==> src/rtl/dptr_pkg.sv <==
package dptr_pkg;
  typedef enum logic [1:0] {
    PM_HOLD = 2'd0,
    PM_INC  = 2'd1,
    PM_DEC  = 2'd2,
    PM_FLIP = 2'd3
  } ptr_mode_e;

  localparam int CTL_SEL_BIT   = 0;
  localparam int CTL_SPARE_BIT = 1;
  localparam int CTL_MODE0_LSB = 2;
  localparam int CTL_MODE1_LSB = 4;
  localparam int CTL_AUTO_BIT  = 6;
  localparam logic [7:0] CTL_WMASK = 8'h7D;
endpackage

==> src/rtl/dptr_next.sv <==
module dptr_next
  import dptr_pkg::*;
#(
  parameter int ADDR_W = 24
) (
  input  logic [ADDR_W-1:0] cur,
  input  logic              do_inc,
  input  logic              do_acc,
  input  ptr_mode_e         mode,
  output logic [ADDR_W-1:0] nxt
);
  logic [ADDR_W-1:0] stage1;

  always_comb begin
    stage1 = do_inc ? cur + ADDR_W'(1) : cur;
    nxt    = stage1;
    if (do_acc) begin
      unique case (mode)
        PM_INC:  nxt = stage1 + ADDR_W'(1);
        PM_DEC:  nxt = stage1 - ADDR_W'(1);
        PM_FLIP: nxt = {stage1[ADDR_W-1:1], ~stage1[0]};
        default: nxt = stage1;
      endcase
    end
  end
endmodule

==> src/rtl/dptr_bank.sv <==
module dptr_bank #(
  parameter int ADDR_W = 24,
  parameter int BYTE_W = 8,
  localparam int NB = ADDR_W / BYTE_W
) (
  input  logic              clk,
  input  logic              rst_n,
  input  logic [NB-1:0]     byte_we,
  input  logic [BYTE_W-1:0] wbyte,
  input  logic              upd_en,
  input  logic [ADDR_W-1:0] upd_val,
  output logic [ADDR_W-1:0] q
);
  for (genvar k = 0; k < NB; k++) begin : g_byte
    always_ff @(posedge clk or negedge rst_n) begin
      if (!rst_n)          q[k*BYTE_W +: BYTE_W] <= '0;
      else if (byte_we[k]) q[k*BYTE_W +: BYTE_W] <= wbyte;
      else if (upd_en)     q[k*BYTE_W +: BYTE_W] <= upd_val[k*BYTE_W +: BYTE_W];
    end
  end

  // a pointer that is neither written nor updated keeps its value
  p_untouched_hold_r5: assert property (@(posedge clk) disable iff (!rst_n)
    (byte_we == '0 && !upd_en) |=> $stable(q));
endmodule

==> src/rtl/dptr_ctrl.sv <==
module dptr_ctrl
  import dptr_pkg::*;
(
  input  logic       clk,
  input  logic       rst_n,
  input  logic       wr_en,
  input  logic [7:0] wdata,
  input  logic       acc_go,
  output logic       sel,
  output ptr_mode_e  mode_main,
  output ptr_mode_e  mode_shadow,
  output logic [7:0] ctrl_byte
);
  logic [7:0] ctrl_q;
  logic       auto_sw;

  always_ff @(posedge clk or negedge rst_n) begin
    if (!rst_n)      ctrl_q <= '0;
    else if (wr_en)  ctrl_q <= wdata & CTL_WMASK;
    else if (acc_go && ctrl_q[CTL_AUTO_BIT])
      ctrl_q[CTL_SEL_BIT] <= ~ctrl_q[CTL_SEL_BIT];
  end

  assign sel         = ctrl_q[CTL_SEL_BIT];
  assign auto_sw     = ctrl_q[CTL_AUTO_BIT];
  assign mode_main   = ptr_mode_e'(ctrl_q[CTL_MODE0_LSB +: 2]);
  assign mode_shadow = ptr_mode_e'(ctrl_q[CTL_MODE1_LSB +: 2]);
  assign ctrl_byte   = ctrl_q;

  // auto-swap inverts the select bit on each access
  p_auto_flip_r6: assert property (@(posedge clk) disable iff (!rst_n)
    (!wr_en && acc_go && auto_sw) |=> sel != $past(sel));
  // without auto-swap the select bit holds
  p_sel_hold_r6: assert property (@(posedge clk) disable iff (!rst_n)
    (!wr_en && !(acc_go && auto_sw)) |=> $stable(sel));
  // mode fields load from a control write
  p_mode_load_r10: assert property (@(posedge clk) disable iff (!rst_n)
    wr_en |=> (mode_main == ptr_mode_e'($past(wdata[3:2]))) &&
              (mode_shadow == ptr_mode_e'($past(wdata[5:4]))));
  // the spare bit never reads back as 1
  p_spare_low_r7: assert property (@(posedge clk) disable iff (!rst_n)
    wr_en |=> !ctrl_byte[CTL_SPARE_BIT]);
endmodule

==> src/rtl/dptr_pair_ctrl.sv <==
module dptr_pair_ctrl
  import dptr_pkg::*;
#(
  parameter int ADDR_W  = 24,
  parameter int BYTE_W  = 8,
  parameter int RA_W    = 3,
  parameter int CTL_OFS = 0,
  parameter int PTR_OFS = 1
) (
  input  logic              clk,
  input  logic              rst_n,
  input  logic              reg_wr,
  input  logic [RA_W-1:0]   reg_addr,
  input  logic [BYTE_W-1:0] reg_wdata,
  output logic [BYTE_W-1:0] reg_rdata,
  input  logic              acc_done,
  input  logic              ptr_inc,
  output logic [ADDR_W-1:0] ptr_addr
);
  localparam int NB   = ADDR_W / BYTE_W;
  localparam int NPTR = 2;

  logic              sel;
  ptr_mode_e         mode_main, mode_shadow;
  logic [7:0]        ctrl_byte;
  logic              wr_ctrl, upd_go;
  logic [ADDR_W-1:0] ptr_q [NPTR];

  assign wr_ctrl = reg_wr && (reg_addr == RA_W'(CTL_OFS));
  assign upd_go  = !reg_wr;

  dptr_ctrl u_ctrl (
    .clk        (clk),
    .rst_n      (rst_n),
    .wr_en      (wr_ctrl),
    .wdata      (reg_wdata),
    .acc_go     (upd_go && acc_done),
    .sel        (sel),
    .mode_main  (mode_main),
    .mode_shadow(mode_shadow),
    .ctrl_byte  (ctrl_byte)
  );

  for (genvar i = 0; i < NPTR; i++) begin : g_ptr
    logic              is_act;
    logic              do_inc, do_acc;
    logic [NB-1:0]     bwe;
    logic [ADDR_W-1:0] nxt;
    ptr_mode_e         md;

    assign is_act = (sel == 1'(i));
    assign md     = (i == 0) ? mode_main : mode_shadow;
    assign do_inc = upd_go && ptr_inc && is_act;
    assign do_acc = upd_go && acc_done && is_act;

    for (genvar k = 0; k < NB; k++) begin : g_we
      assign bwe[k] = reg_wr && is_act && (reg_addr == RA_W'(PTR_OFS + k));
    end

    dptr_next #(.ADDR_W(ADDR_W)) u_next (
      .cur   (ptr_q[i]),
      .do_inc(do_inc),
      .do_acc(do_acc),
      .mode  (md),
      .nxt   (nxt)
    );

    dptr_bank #(.ADDR_W(ADDR_W), .BYTE_W(BYTE_W)) u_bank (
      .clk    (clk),
      .rst_n  (rst_n),
      .byte_we(bwe),
      .wbyte  (reg_wdata),
      .upd_en (do_inc || do_acc),
      .upd_val(nxt),
      .q      (ptr_q[i])
    );
  end

  assign ptr_addr = ptr_q[sel];

  always_comb begin
    reg_rdata = '0;
    if (reg_addr == RA_W'(CTL_OFS)) reg_rdata = BYTE_W'(ctrl_byte);
    for (int k = 0; k < NB; k++)
      if (reg_addr == RA_W'(PTR_OFS + k)) reg_rdata = ptr_addr[k*BYTE_W +: BYTE_W];
  end

  // a lone increment advances the output by one, wrapping
  p_inc_step_r4: assert property (@(posedge clk) disable iff (!rst_n)
    (!reg_wr && ptr_inc && !acc_done) |=> ptr_addr == $past(ptr_addr) + ADDR_W'(1));
  // with no strobe and no write, the address holds
  p_idle_hold_r5: assert property (@(posedge clk) disable iff (!rst_n)
    (!reg_wr && !ptr_inc && !acc_done) |=> $stable(ptr_addr));
  // a low-byte write wins over strobes in the same cycle
  p_wr_wins_r9: assert property (@(posedge clk) disable iff (!rst_n)
    (reg_wr && reg_addr == RA_W'(PTR_OFS)) |=>
      (ptr_addr[BYTE_W-1:0] == $past(reg_wdata)) &&
      (ptr_addr[ADDR_W-1:BYTE_W] == $past(ptr_addr[ADDR_W-1:BYTE_W])));
endmodule

==> config.mk <==
export PLATFORM = sky130hd
export DESIGN_NAME = dptr_pair_ctrl
export DESIGN_NICKNAME = d
export VERILOG_FILES = /design/src/rtl/dptr_pkg.sv /design/src/rtl/dptr_next.sv /design/src/rtl/dptr_bank.sv /design/src/rtl/dptr_ctrl.sv /design/src/rtl/dptr_pair_ctrl.sv
export SDC_FILE = /design/constraint.sdc
export NUM_CORES = 1
export LEC_CHECK = 0
export ABC_AREA = 0
export BUFFER_PORTS_ARGS = -buffer_cell sky130_fd_sc_hd__buf_2
export CAP_MARGIN = 40
export CORE_MARGIN = 10
export CORE_UTILIZATION = 38
export DETAILED_ROUTE_END_ITERATION = 16
export PLACE_DENSITY = 0.58
export SLEW_MARGIN = 20
export SYNTH_ARGS = -nofsm -noshare
export SYNTH_HDL_FRONTEND = slang
export SYNTH_HIERARCHICAL = 1
export SYNTH_SLANG_ARGS = --single-unit
export TNS_END_PERCENT = 10
==> constraint.sdc <==
create_clock -name clk -period 4.5 [get_ports clk]
set_clock_uncertainty 0.1 [all_clocks]
set_input_delay 0.9 -clock clk [delete_from_list [all_inputs] [get_ports clk]]
set_output_delay 0.9 -clock clk [all_outputs]
set_load 0.03 [all_outputs]
==> flow_metrics.py <==
metrics = {
    "power_and_ir_drop": {
        "power.density_mw_per_mm2": 628.9,
        "max-vdd-ir-drop_uv": 246.9,
        "power.total_mw": 5.493,
        "p_leak_nw": 3.915,
    },
    "routing": {
        "wl_um": 22720,
        "ant_nets": 0,
        "wl_per_cell_um": 17.36,
        "drtIter0Drc": 414,
        "drtPass1Iterations": 4,
        "routed_via_density": 5.379,
        "drc_errors": 0,
        "vias": 7041,
    },
    "setup_path": {
        "r2r_slack_ps": 650,
        "cp.required_ps": 4590,
        "r2r_end": "g_ptr[1].u_bank/q[23]",
        "startpoint": "reg_wr",
        "cp-endpoint": "g_ptr[0].u_bank/q[22]",
        "crit_fanout": 4,
        "r2r_cells": 19,
        "endpoint_kind": "flop",
        "crit_arrival_ps": 4360,
        "critPathKind": "primary input to flop",
        "start_kind": "primary input",
        "regToRegStartpoint": "u_ctrl/ctrl_byte[0]",
    },
    "synth": {
        "ys_seq_area_share_pct": 18.11,
        "synthArstFlopShare_pct": 100.0,
        "synth-seq-cells": 54,
        "ys_warn_count": 6,
        "postSynthAreaPerCell_um2": 7.961,
        "ys_types": 84,
        "syn_inst": 937,
        "netlist_area_mm2": 0.007460,
        "ys.flop_type": "dfrtp_1",
        "synth_edf_count": 0,
    },
    "clock_network": {
        "tritoncts": "done",
        "ctsRootBufferMaster": "clkbuf_16",
        "cts_inserted_buffers": 5,
        "clock-sinks": 54,
        "cts_hold_buf": 0,
        "path_clk_slew_ps": 70,
        "worstSkewPairLatency_ps": 290,
        "clockBufferDepth": 2,
        "cts_max_level": 2,
    },
    "timing": {
        "clock.fmax_mhz": 234.3,
        "min_period_ps": 4268,
        "setup_viol": 0,
        "period_share_pct": 94.85,
        "hold_viol": 0,
        "holdWs_ps": 465.2,
        "tns_ps": 0,
        "worst_slew_pin_slew_ps": 819.0,
        "max_slew_margin_pct": 45.40,
        "rsz0062_at_grt": "yes",
        "finalMaxSlewViolations": 0,
    },
    "layout": {
        "fin_area_mm2": 0.008733,
        "finalNonFillerCells": 1309,
        "nets": 1115,
        "fill_cells": 2030,
        "regArea_mm2": 0.001351,
        "multi_input_area_mm2": 0.005723,
        "drive_gt1_share_pct": 20.31,
        "n_antenna_cell": 0,
        "syn2layout_area_growth_pct": 17.07,
    },
    "grt": {
        "overflow": 0,
        "first_global_vias": 6873,
        "track_usage_pct": 17.14,
        "grt_pass1_wl_um": 36580,
        "antenna_found_initial": 0,
        "grt_max_degree": 31,
    },
    "run": {
        "drv_cap": 0,
    },
    "die": {
        "coreArea_mm2": 0.01940,
        "pin_count": 48,
        "start_util_pct": 38.45,
        "fp.dieH_um": 160.1,
        "die_area_mm2": 0.02564,
        "rows": 51,
        "die_w_um": 160.1,
    },
    "place": {
        "dp_cells": 1297,
        "numPortBuffers": 47,
        "globalplace.congestion": 0.9395,
        "post-dp-hpwl_um": 18480,
        "place_area_mm2": 0.008488,
    },
    "run_status": {
        "status": "completed",
    },
    "worst_hold_path": {
        "min_path_type": "flop to flop",
    },
}
-- area by class of cell --
cell class | instances | area share, %
Inverter | 35 | 1.504
Tap cell | 265 | 3.797
Clock inverter | 1 | 0.05731
Timing Repair Buffer | 150 | 12.01
Sequential cell | 54 | 15.47
Clock buffer | 7 | 1.633
Multi-Input combinational cell | 797 | 65.53
-- worst max-delay path: stages --
cell      delay, ps
buf_2           100
nand2b_1        160
buf_4           170
nor2_1          220
nand4_1         160
nor4_2          290
buf_4           170
nand3_2         120
nor3_1          240
xor2_1          260
ha_1            310
a21o_1          190
a31oi_1         260
nand2_1          80
o21ai_0         240
a311o_1         160
o211ai_1         90
mux2i_1         150
o21ai_1          70
-- cells in the mapped netlist, drive strengths merged, types with 10 or more instances --
| cell | instances | area, um2 |
|---|---|---|
| and2 | 10 | 62.56 |
| ha | 54 | 675.7 |
| mux2 | 21 | 262.8 |
| and3 | 13 | 81.33 |
| nand2 | 132 | 495.5 |
| clkbuf | 25 | 100.1 |
| a21o | 15 | 112.6 |
| inv | 34 | 127.6 |
| mux2i | 63 | 630.6 |
| dfrtp | 54 | 1351 |
| nor3 | 15 | 85.08 |
| nand3 | 27 | 157.7 |
| nor2 | 47 | 176.4 |
| xor2 | 29 | 254.0 |
| nand4 | 19 | 118.9 |
| o21ai | 97 | 489.2 |
| xnor2 | 51 | 454.2 |
| o22ai | 12 | 75.07 |
| nor2b | 13 | 81.33 |
| a22o | 10 | 87.58 |
| buf | 27 | 247.7 |
| a21oi | 44 | 220.2 |
-- worst min-delay path by stage --
stage / start / endpoint / slack, ps / cells after the start
final: u_ctrl/ctrl_byte[2] / u_ctrl/ctrl_byte[2] / 470 / 1
after global routing: u_ctrl/ctrl_byte[2] / u_ctrl/ctrl_byte[2] / 500 / 1
after CTS: u_ctrl/ctrl_byte[6] / u_ctrl/ctrl_byte[6] / 470 / 1
after detailed placement: u_ctrl/ctrl_byte[6] / u_ctrl/ctrl_byte[6] / 460 / 1
after global placement: u_ctrl/ctrl_byte[2] / u_ctrl/ctrl_byte[2] / 450 / 1
after floorplan: u_ctrl/ctrl_byte[2] / u_ctrl/ctrl_byte[2] / 380 / 1
-- placed cells by master, fill, tap and decap left out, drive strengths merged, types with 3 or more instances in the layout --
| master | instances |
|---|---|
| a211o | 9 |
| a211oi | 6 |
| a21o | 15 |
| a21oi | 44 |
| a221o | 3 |
| a22o | 10 |
| a31oi | 5 |
| and2 | 10 |
| and3 | 13 |
| and4 | 7 |
| buf | 150 |
| clkbuf | 7 |
| dfrtp | 54 |
| ha | 54 |
| inv | 34 |
| mux2 | 21 |
| mux2i | 63 |
| nand2 | 132 |
| nand2b | 9 |
| nand3 | 27 |
| nand4 | 19 |
| nor2 | 47 |
| nor2b | 13 |
| nor3 | 15 |
| nor4 | 7 |
| o211ai | 4 |
| o21a | 6 |
| o21ai | 97 |
| o21bai | 8 |
| o22ai | 12 |
| o2bb2ai | 9 |
| o31a | 3 |
| o31ai | 6 |
| or3 | 4 |
| xnor2 | 51 |
| xor2 | 29 |
-- power by group --
| part | internal, mW | switching [mW] | leakage [nW] |
|---|---|---|---|
| logic | 1.77 | 2.27 | 3.16 |
| clock network | 0.221 | 0.168 | 0.0739 |
| registers | 0.693 | 0.369 | 0.685 |
| total | 2.69 | 2.81 | 3.92 |
-- timing repair --
item,in CTS,in global routing
endpoints found under the setup margin,0,11
setup buffers,0,1
resized for setup,0,14
-- metrics by stage --
stage               util [%]  setup slack [ps]
finish                 45.02             231.8
global route           45.02            -13.72
CTS                    44.52             138.7
detailed placement     43.76            -151.4
global placement       43.43            -120.8
floorplan                  -             194.9
-- registers in the layout, summed over array words and instances (netlist names) --
signal            cells
g_ptr.u_bank/q       48
u_ctrl/ctrl_byte      6
-- cell families (layout without fill, tap and decap cells) --
| kind of cell | Yosys count | count (layout) | share of synthesized area [%] |
|---|---|---|---|
| flip-flops | 54 | 54 | 18.11 |
| multiplexers | 84 | 84 | 11.98 |
| AND/OR/NAND/NOR | 311 | 311 | 20.78 |
| adder cells (fa/ha/maj) | 56 | 56 | 9.594 |
| buffers and inverters | 87 | 193 | 6.424 |
| XOR/XNOR | 81 | 81 | 9.795 |
| AO/OA/AOI/OAI | 263 | 263 | 23.26 |
| other | 1 | 2 | 0.05027 |
-- layer usage --
| metal | track usage [%] | vias to the layer above | share of wire, % |
|---|---|---|---|
| li1 | - | 3616 | - |
| met1 | 21.33 | 3283 | 46 |
| met2 | 30.99 | 115 | 50 |
| met3 | 0.9254 | 27 | 2.4 |
| met4 | 5.175 | 0 | 2.3 |
| met5 | 0 | - | 0 |
Note: power is estimated with default switching activity, not from simulation.
